`src/rtl/apb_seq_pkg.sv`:
```
package apb_seq_pkg;
  typedef enum logic [1:0] {
    ST_IDLE   = 2'd0,
    ST_SETUP  = 2'd1,
    ST_ACCESS = 2'd2
  } seq_state_e;
endpackage

```
`src/rtl/apb_rst_sync.sv`:
```
module apb_rst_sync #(
  parameter int STAGES = 2
) (
  input  logic clk,
  input  logic rst_n,
  output logic rst_n_sync
);
  logic [STAGES-1:0] shift_q;

  always_ff @(posedge clk or negedge rst_n) begin
    if (!rst_n) shift_q <= '0;
    else        shift_q <= {shift_q[STAGES-2:0], 1'b1};
  end

  assign rst_n_sync = shift_q[STAGES-1];
endmodule

```
`src/rtl/apb_seq_fsm.sv`:
```
module apb_seq_fsm
  import apb_seq_pkg::*;
(
  input  logic clk,
  input  logic rst_n,
  input  logic cmd_valid,
  input  logic bus_ready,
  output logic cmd_ready,
  output logic load,
  output logic done,
  output logic sel_q,
  output logic en_q
);
  seq_state_e state_q, state_d;

  // the port is open only in idle, or on the completing access cycle
  assign done      = (state_q == ST_ACCESS) && bus_ready;
  assign cmd_ready = rst_n && ((state_q == ST_IDLE) || done);
  assign load      = cmd_valid && cmd_ready;

  always_comb begin
    state_d = state_q;
    unique case (state_q)
      ST_IDLE:   if (load) state_d = ST_SETUP;
      ST_SETUP:  state_d = ST_ACCESS;
      ST_ACCESS: if (bus_ready) state_d = load ? ST_SETUP : ST_IDLE;
      default:   state_d = ST_IDLE;
    endcase
  end

  always_ff @(posedge clk or negedge rst_n) begin
    if (!rst_n) begin
      state_q <= ST_IDLE;
      sel_q   <= 1'b0;
      en_q    <= 1'b0;
    end else begin
      state_q <= state_d;
      sel_q   <= (state_d != ST_IDLE);
      en_q    <= (state_d == ST_ACCESS);
    end
  end
endmodule

```
`src/rtl/apb_seq_hold.sv`:
```
module apb_seq_hold #(
  parameter int AW = 32,
  parameter int DW = 32
) (
  input  logic          clk,
  input  logic          rst_n,
  input  logic          load,
  input  logic          cmd_write,
  input  logic [AW-1:0] cmd_addr,
  input  logic [DW-1:0] cmd_wdata,
  output logic          write_q,
  output logic [AW-1:0] addr_q,
  output logic [DW-1:0] wdata_q
);
  always_ff @(posedge clk or negedge rst_n) begin
    if (!rst_n) begin
      write_q <= 1'b0;
      addr_q  <= '0;
      wdata_q <= '0;
    end else if (load) begin
      write_q <= cmd_write;
      addr_q  <= cmd_addr;
      wdata_q <= cmd_wdata;
    end
  end
endmodule

```
`src/rtl/apb_seq_rsp.sv`:
```
module apb_seq_rsp #(
  parameter int DW = 32
) (
  input  logic          clk,
  input  logic          rst_n,
  input  logic          done,
  input  logic          write_q,
  input  logic [DW-1:0] bus_rdata,
  input  logic          bus_err,
  output logic          rsp_valid,
  output logic [DW-1:0] rsp_rdata,
  output logic          rsp_err
);
  logic [DW-1:0] rdata_d;

  assign rdata_d = write_q ? '0 : bus_rdata;

  always_ff @(posedge clk or negedge rst_n) begin
    if (!rst_n) rsp_valid <= 1'b0;
    else        rsp_valid <= done;
  end

  always_ff @(posedge clk or negedge rst_n) begin
    if (!rst_n) begin
      rsp_rdata <= '0;
      rsp_err   <= 1'b0;
    end else if (done) begin
      rsp_rdata <= rdata_d;
      rsp_err   <= bus_err;
    end
  end
endmodule

```
`src/rtl/apb_xfer_seq.sv`:
```
module apb_xfer_seq #(
  parameter int AW         = 32,
  parameter int DW         = 32,
  parameter int SYNC_DEPTH = 2
) (
  input  logic          clk,
  input  logic          rst_n,
  input  logic          cmd_valid,
  output logic          cmd_ready,
  input  logic          cmd_write,
  input  logic [AW-1:0] cmd_addr,
  input  logic [DW-1:0] cmd_wdata,
  output logic          rsp_valid,
  output logic [DW-1:0] rsp_rdata,
  output logic          rsp_err,
  output logic          bus_sel,
  output logic          bus_enable,
  output logic          bus_write,
  output logic [AW-1:0] bus_addr,
  output logic [DW-1:0] bus_wdata,
  input  logic          bus_ready,
  input  logic [DW-1:0] bus_rdata,
  input  logic          bus_err
);
  logic rst_n_int;
  logic load;
  logic done;

  apb_rst_sync #(.STAGES(SYNC_DEPTH)) u_rst (
    .clk        (clk),
    .rst_n      (rst_n),
    .rst_n_sync (rst_n_int)
  );

  apb_seq_fsm u_fsm (
    .clk       (clk),
    .rst_n     (rst_n_int),
    .cmd_valid (cmd_valid),
    .bus_ready (bus_ready),
    .cmd_ready (cmd_ready),
    .load      (load),
    .done      (done),
    .sel_q     (bus_sel),
    .en_q      (bus_enable)
  );

  apb_seq_hold #(.AW(AW), .DW(DW)) u_hold (
    .clk       (clk),
    .rst_n     (rst_n_int),
    .load      (load),
    .cmd_write (cmd_write),
    .cmd_addr  (cmd_addr),
    .cmd_wdata (cmd_wdata),
    .write_q   (bus_write),
    .addr_q    (bus_addr),
    .wdata_q   (bus_wdata)
  );

  apb_seq_rsp #(.DW(DW)) u_rsp (
    .clk       (clk),
    .rst_n     (rst_n_int),
    .done      (done),
    .write_q   (bus_write),
    .bus_rdata (bus_rdata),
    .bus_err   (bus_err),
    .rsp_valid (rsp_valid),
    .rsp_rdata (rsp_rdata),
    .rsp_err   (rsp_err)
  );
endmodule

```
`config.mk`:
```
export PLATFORM = sky130hd
export DESIGN_NAME = apb_xfer_seq
export DESIGN_NICKNAME = d
export VERILOG_FILES = /design/src/rtl/apb_seq_pkg.sv /design/src/rtl/apb_rst_sync.sv /design/src/rtl/apb_seq_fsm.sv /design/src/rtl/apb_seq_hold.sv /design/src/rtl/apb_seq_rsp.sv /design/src/rtl/apb_xfer_seq.sv
export SDC_FILE = /design/constraint.sdc
export NUM_CORES = 1
export LEC_CHECK = 0
export BUFFER_PORTS_ARGS = -buffer_cell sky130_fd_sc_hd__buf_2
export CAP_MARGIN = 20
export CORE_ASPECT_RATIO = 1.75
export CORE_MARGIN = 1.5
export CORE_UTILIZATION = 46
export CTS_CLUSTER_SIZE = 16
export DETAILED_ROUTE_END_ITERATION = 8
export HOLD_SLACK_MARGIN = 0.05
export PLACE_DENSITY = 0.8
export SKIP_CTS_REPAIR_TIMING = 1
export SLEW_MARGIN = 40
export SYNTH_ARGS = -nofsm -noshare
export SYNTH_HDL_FRONTEND = slang
export SYNTH_SLANG_ARGS = --single-unit
```
`constraint.sdc`:
```
create_clock -name clk -period 4.55 [get_ports clk]
set_clock_uncertainty 0.2 [all_clocks]
set_input_delay 0.91 -clock clk [delete_from_list [all_inputs] [get_ports clk]]
set_output_delay 0.91 -clock clk [all_outputs]
set_load 0.1 [all_outputs]
```
; ---- Word level (Yosys, flattened, before mapping)
; Cells that the tools add are included.
[totals]
reg_bits = 105
inputBits = 102
word_cells = 24
[op_classes]
eq_ne = 3
n_mux = 5
n_reduce_logical = 6
[op_table]
columns = operator, count
row1 = two-way mux 32 bit, 1
row2 = case mux 2 bit (3 select lines), 1
row3 = "== test 2 bit, second input constant", 2
row4 = two-way mux 2 bit, 2
row5 = logical AND 1 bit, 3
row6 = "== test 2 x 1 -> 1 bit, second input constant", 1
row7 = zero test 2 bit, 1
row8 = nonzero test 2 bit, 1
row9 = logical OR 1 bit, 1
row10 = two-way mux 1 bit, 1

; ---- Logic depth before layout (Yosys ltp)
; Gate-level depths: netlist of the first run.
[depth]
ltp_word = 9
ltp_mapped = 5

; ---- Cells and area by module
; From an unflattened synthesis of the first run, not the netlist that was laid out.
[hier_totals]
cells_unflattened = 298
hier_area_um2 = 4326.6
[modules_own_cells]
columns = module, instances, cells_each, area_per_inst_um2, seq_area_each_um2
row1 = apb_seq_hold, 1, 137, 2618.8, 1626.6
row2 = apb_seq_rsp, 1, 141, 1480.2, 850.8
row3 = apb_seq_fsm, 1, 17, 173.9, 100.1
row4 = apb_rst_sync, 1, 3, 53.8, 50.0

; ---- Worst setup path after synthesis of the first run
; Ideal clock, no wire load.
[synth_timing]
path_type = register to output
from = register u_rst.shift_q[1]
to = output port cmd_ready
t_arrival_ps = 4885
required_time_ps = 3440
slack_ps = -1445
path_stages_with_launch = 2
n_path_buf = 0
cell_sequence = dfrtp_1 > nor3b_1
[synth_via]
elab_chain_len = 1
[synth_rtl]
columns = element, line_no
row1 = from (decl), apb_rst_sync.sv:8  ; logic [STAGES-1:0] shift_q;
row2 = from (signal assigned), apb_rst_sync.sv:12  ; else shift_q <= {shift_q[STAGES-2:0], 1'b1};
row3 = logical AND 1 bit, apb_seq_fsm.sv:18  ; assign cmd_ready = rst_n && ((state_q == ST_IDLE) || done);
row4 = to (decl), apb_xfer_seq.sv:9  ; output logic cmd_ready,
; Every way passes these cells.

; ---- Final worst setup path of the first run
; Same ends and word-level chain as after synthesis.

==> impl_results.md, run 1 <==
* Outcome: finished, final reports clean
* Final core occ at 0.6424
* Commonest cells after routing, fill and taps aside: buf_2 (203), dfrtp_1 (104), mux2_2 (40), nand2b_1 (33)
* Pwr/cell area at 787.2 nW/um2
* Syn-to-layout area delta at 35.17%
* Mean Syn Cell Area at 14.06 um2
* Register Area at 2631 um2
* Nets at 598
* Final setup viols at 0
* ANT cells at 0
* CP endpoint kind: output pin
* Slew Viols, Final at 0
* Leakage at 2.960 nW
* Critical path required time at 3.44 ns
* Worst Max-Slew Pin Slew at 0.7886 ns
* Std-Cell Rows at 45
* HP Class: register to asynchronous set/reset pin
* Critical Path End: cmd_ready
* Setup TNS Final at 0 ns
* Htree depth at 3
* DR vias/cell at 4.715
* Reg clk slew, reported paths at 0.06 ns
* Fin crit share at 0.6548
* Layout cell share with drive strength beyond 1 at 0.5868
* Via count at 2914
* Die area at 9618 um2
* Placed cell count at 602
* Yosys warning total at 0
* Filler cell count at 644
* Setup Crit Path Kind: register to output pin
* R2R setup slack at 2.06 ns
* Final WS setup at 1.571 ns
* Maximum VDD drop at 640.9 uV
* Chip Width at 74.78 um
* Max Buffers Root-to-Sink at 2
* Largest net degree at the start of global routing at 60
* Net count after synthesis at 397
* DR iter-0 viols at 106
* Die H at 128.6 um
* Clock latency on the worst-skew pair at 0.33 ns
* Remaining DRCs at 0
* CP Max Fanout at 47
* Sink Count at 105
* Drt wl/cell at 14.84 um
* CP arrival at 1.87 ns
* GRT Total Usage at 0.1940
* Total Power at 4.413 mW
* Routed Antenna Nets at 0
* Relative slew margins at 0.4743
* TritonRoute pass-1 iters at 4
* RSZ-0062 raised after global routing: no
* Vias in the first global route at 2770
* Total CTS buffers at 9
* First-pass GRT wire length at 13700 um
* Fmax at 0.3356 GHz
* Core Footprint at 8727 um2
* Max-cap viol count at 0
* Multi-input logic area at 1419 um2
* Starting Density at 0.4753
* CTS tree: yes
* Origin of the worst setup path: u_rst.shift_q[1]
* Mapped Area at 4148 um2
* Final wirelength at 9173 um
* Worst R2R End: u_hold.wdata_q[14]
* Worst R2R Path Depth at 3
* Commonest non-fill, non-tap cell in the layout: buf_2
* Post-Synthesis Cells at 295
* IO Pins at 204
* Non-filler cells, final at 618
* Grt total ovfl at 0
* HPWL after DPL at 6840 um
* Sequential share of the synthesized area at 0.6335
* Final Hold Vio Count at 0
* IO Port Bufs at 203
* Setup Slack @ Placement at 1.711 ns
* R2R Path Start: u_rst.shift_q[1]
* Root Buffer Master: clkbuf_16
* Post-synthesis register bit count at 105
* Gpl congestion at 0.8134
* Minimum clock period after layout at 2.979 ns
* Crit path launch type: register
* Initial antenna violation count at 0
* Synth unique cells at 16
## report_power, final
group	total, mW	switching (mW)	internal (mW)	leakage [nW]
logic	2.25	1.88	0.375	1.51
registers	1.29	0.134	1.15	1.28
clock network	0.873	0.324	0.550	0.172
## synthesized netlist by cell type (all sizes together)
cell	n	share of area
buf	8	0.016
clkbuf	9	0.0081
conb	1	0.00090
dfrtp	105	0.63
inv	2	0.0018
mux2	68	0.21
nand2	32	0.029
nand2b	33	0.050
nand3b	1	0.0018
nand4bb	1	0.0066
nor2	1	0.00090
nor2b	1	0.0015
nor3b	1	0.0018
o21ai	32	0.039
## worst max-delay path, cell delays in order, from the launching register on
cell and delay (ns):
dfrtp_4 0.81, nor3b_2 0.27, buf_2 0.44
## stage by stage
stage                     instance area [um2]  hold slack (ns)
after global placement                   5255           0.1379
final                                    5607           0.1455
after CTS                                5607           0.1352
after floorplan                          4154           0.1311
after detailed placement                 5263           0.1379
after global routing                     5607           0.1246
## logic make-up (layout without fill, tap and decap cells)
group	after synthesis	count (layout)	share of synthesized area
flip-flops	105	105	0.6335
AND/OR/NAND/NOR	70	70	0.09141
multiplexers	68	68	0.2100
AO/OA/AOI/OAI	32	32	0.03861
buffers and inverters	19	225	0.02564
other	1	1	0.0009041
## state kept, by name, summed over array words and instances (netlist names)
| signal | flops |
|---|---|
| u_fsm.en_q | 1 |
| u_hold.wdata_q | 32 |
| u_rsp.rsp_err | 1 |
| u_fsm.sel_q | 1 |
| u_rsp.rsp_valid | 1 |
| u_rsp.rsp_rdata | 32 |
| u_rst.shift_q | 2 |
| u_fsm.state_q | 2 |
| u_hold.addr_q | 32 |
| u_hold.write_q | 1 |
## worst min path at each step
stage,to,slack (ns),cells past startpoint
after global placement,u_rst.shift_q[1],0.14,0
after CTS,u_rst.shift_q[1],0.14,1
final,u_fsm.state_q[0],0.15,0
after global routing,u_rst.shift_q[1],0.12,1
after floorplan,u_rst.shift_q[1],0.13,0
after detailed placement,u_rst.shift_q[1],0.14,0
## layer usage
metal	GRT usage	vias to the layer above	wire, um
met4	0.09091	0	205
li1	-	1386	-
met5	0	-	0
met1	0.2228	1402	3456
met2	0.3325	112	5064
met3	0.04699	14	446
## area by class of cell
cell class	instances	area share
Clock buffer	10	0.04262
Clock inverter	6	0.01875
Inverter	2	0.001339
Multi-Input combinational cell	171	0.2531
Sequential cell	105	0.4693
Tap cell	117	0.02611
Timing Repair Buffer	207	0.1888
(Power assumes the default switching activity.)
==> run 2: changes to the inputs <==
- CORE_UTILIZATION: 46 -> 41
- PLACE_DENSITY: 0.8 -> 0.75
- clock period: 4.55 -> 2.7 ns (I/O delays scaled with it)
==> run 2 against run 1 <==
Effect of this change:
- sequential power up 67%
- largest cell class unchanged
- clock-buffer cell count up 3
- die area up 12%
- design area up 0.78%
- via count up 2.3%
==> impl_results.md, run 2 (synthesis results as in run 1) <==
* Outcome: finished, final reports clean
* GRT Total Usage at 0.1780 (-0.01601)
* Relative slew margins at 0.6582 (+0.1839)
* Drt wl/cell at 15.00 um (+1.0%)
* Final Hold Vio Count at 0 (unchanged)
* Fmax at 0.4427 GHz
* Setup Crit Path Kind: register to output pin
* Finished Cell Area at 5650 um2 (+0.78%)
* Minimum clock period after layout at 2.259 ns
* Remaining DRCs at 0 (unchanged)
* Leading registers by flop count: u_hold.addr_q (32), u_hold.wdata_q (32), u_rsp.rsp_rdata (32)
* RSZ-0062 raised after global routing: no
* Critical path required time at 1.96 ns (-1.48 ns)
* Die area at 10750 um2 (+12%)
* Max Buffers Root-to-Sink at 2 (unchanged)
* Slew Viols, Final at 0 (unchanged)
* Vias in the first global route at 3007 (+8.6%)
* Reg clk slew, reported paths at 0.06 ns (about the same)
* First-pass GRT wire length at 14680 um (+7.2%)
* CP Max Fanout at 30 (-36%)
* Grt total ovfl at 0 (unchanged)
* TritonRoute pass-1 iters at 4 (unchanged)
* CTS tree: yes
* Starting Density at 0.4211 (-0.05416)
* Die H at 136.1 um (+5.8%)
* HPWL after DPL at 7301 um (+6.7%)
* Htree depth at 3 (unchanged)
* IO Pins at 204 (unchanged)
* Sink Count at 105 (unchanged)
* Setup TNS Final at 0 ns (unchanged)
* Std-Cell Rows at 48 (+6.7%)
* Layout cell share with drive strength beyond 1 at 0.5878 (+0.0009449)
* Nets at 604 (+1.0%)
* Worst Max-Slew Pin Slew at 0.5162 ns (-0.2724 ns)
* Via count at 2980 (+2.3%)
* Filler cell count at 881 (+37%)
* Initial antenna violation count at 1 (+1)
* Placed Instance Area at 5344 um2 (+1.5%)
* Leakage at 2.964 nW (+0.13%)
* Max-cap viol count at 0 (unchanged)
* Routed Antenna Nets at 0 (unchanged)
* CP endpoint kind: output pin
* Fin crit share at 0.8366
* Clock latency on the worst-skew pair at 0.33 ns (about the same)
* Chip Width at 79.03 um (+5.7%)
* Pwr/cell area at 1281 nW/um2 (+63%)
* Core Footprint at 9849 um2 (+13%)
* Root Buffer Master: clkbuf_16
* Crit path launch type: register
* Total CTS buffers at 9 (unchanged)
* Commonest cells after routing, fill and taps aside: buf_2 (202), dfrtp_1 (104), mux2_2 (40), nand2b_1 (33)
* CP arrival at 1.52 ns (-0.35 ns)
* Largest net degree at the start of global routing at 43 (-28%)
* Final wirelength at 9494 um (+3.5%)
* Worst R2R Path Depth at 3 (unchanged)
* DR vias/cell at 4.708 (-0.16%)
* R2R setup slack at 0.65 ns (-1.41 ns)
* Commonest non-fill, non-tap cell in the layout: buf_2
* Gpl congestion at 0.7519 (-7.6%)
* Syn-to-layout area delta at 36.23%
* HP Class: register to asynchronous set/reset pin
* Maximum VDD drop at 834.5 uV (+30%)
* IO Port Bufs at 203 (unchanged)
* DR iter-0 viols at 50 (-53%)
* Final setup viols at 0 (unchanged)
## run 2: final timing paths
check                                      start                end
min in group clk                u_rst.shift_q[0]   u_rst.shift_q[1]
max in group asynchronous       u_rst.shift_q[1]  u_hold.addr_q[21]
worst min register to register  u_rst.shift_q[1]   u_fsm.state_q[1]
worst min-delay path            u_rst.shift_q[1]   u_fsm.state_q[1]
worst max-delay path            u_rst.shift_q[1]          cmd_ready
worst max register to register  u_rst.shift_q[1]  u_hold.wdata_q[4]
## run 2: report_power, final
group	total [mW]	internal [mW]	switching, mW
Sequential	2.15	1.94	0.205
Clock	1.24	0.703	0.540
Combinational	3.84	0.648	3.19
Total	7.24	3.30	3.94
## run 2: cell type report
type | instances | area, um2 | area share
Sequential cell | 105 | 2631 | 0.4657
Timing Repair Buffer | 213 | 1134 | 0.2006
Tap cell | 125 | 156.4 | 0.02768
Antenna cell | 1 | 2.502 | 0.0004429
Inverter | 2 | 7.507 | 0.001329
Multi-Input combinational cell | 171 | 1425 | 0.2522
Clock buffer | 13 | 270.3 | 0.04783
Clock inverter | 3 | 23.77 | 0.004207
## run 2: stage by stage
step / hold slack (ns) / utilization / power (mW) / setup WS, ns / instances
after floorplan: 0.04441 / - / 5.392 / -0.1474 / 295
after global placement: 0.06881 / 0.5426 / 5.984 / 0.4777 / 615
after detailed placement: 0.07361 / 0.5426 / 6.039 / 0.4121 / 615
after CTS: -0.2332 / 0.5724 / 7.303 / 0.3985 / 631
after global routing: 0.09616 / 0.5737 / 7.506 / 0.3265 / 633
final: 0.06224 / 0.5737 / 7.235 / 0.4411 / 633
## run 2: routing by layer
layer	global-route usage	vias to the layer above	wire [um]	part of all wire
li1	-	1397	-	-
met1	0.2048	1437	3466	0.37
met2	0.3129	124	5227	0.55
met3	0.02886	22	465	0.049
met4	0.09259	0	335	0.035
met5	0	-	0	0
## run 2: worst max-delay path, cell delays in order (launching register included)
cell and delay, ns:
dfrtp_4 0.68, nor3b_4 0.30, buf_12 0.20
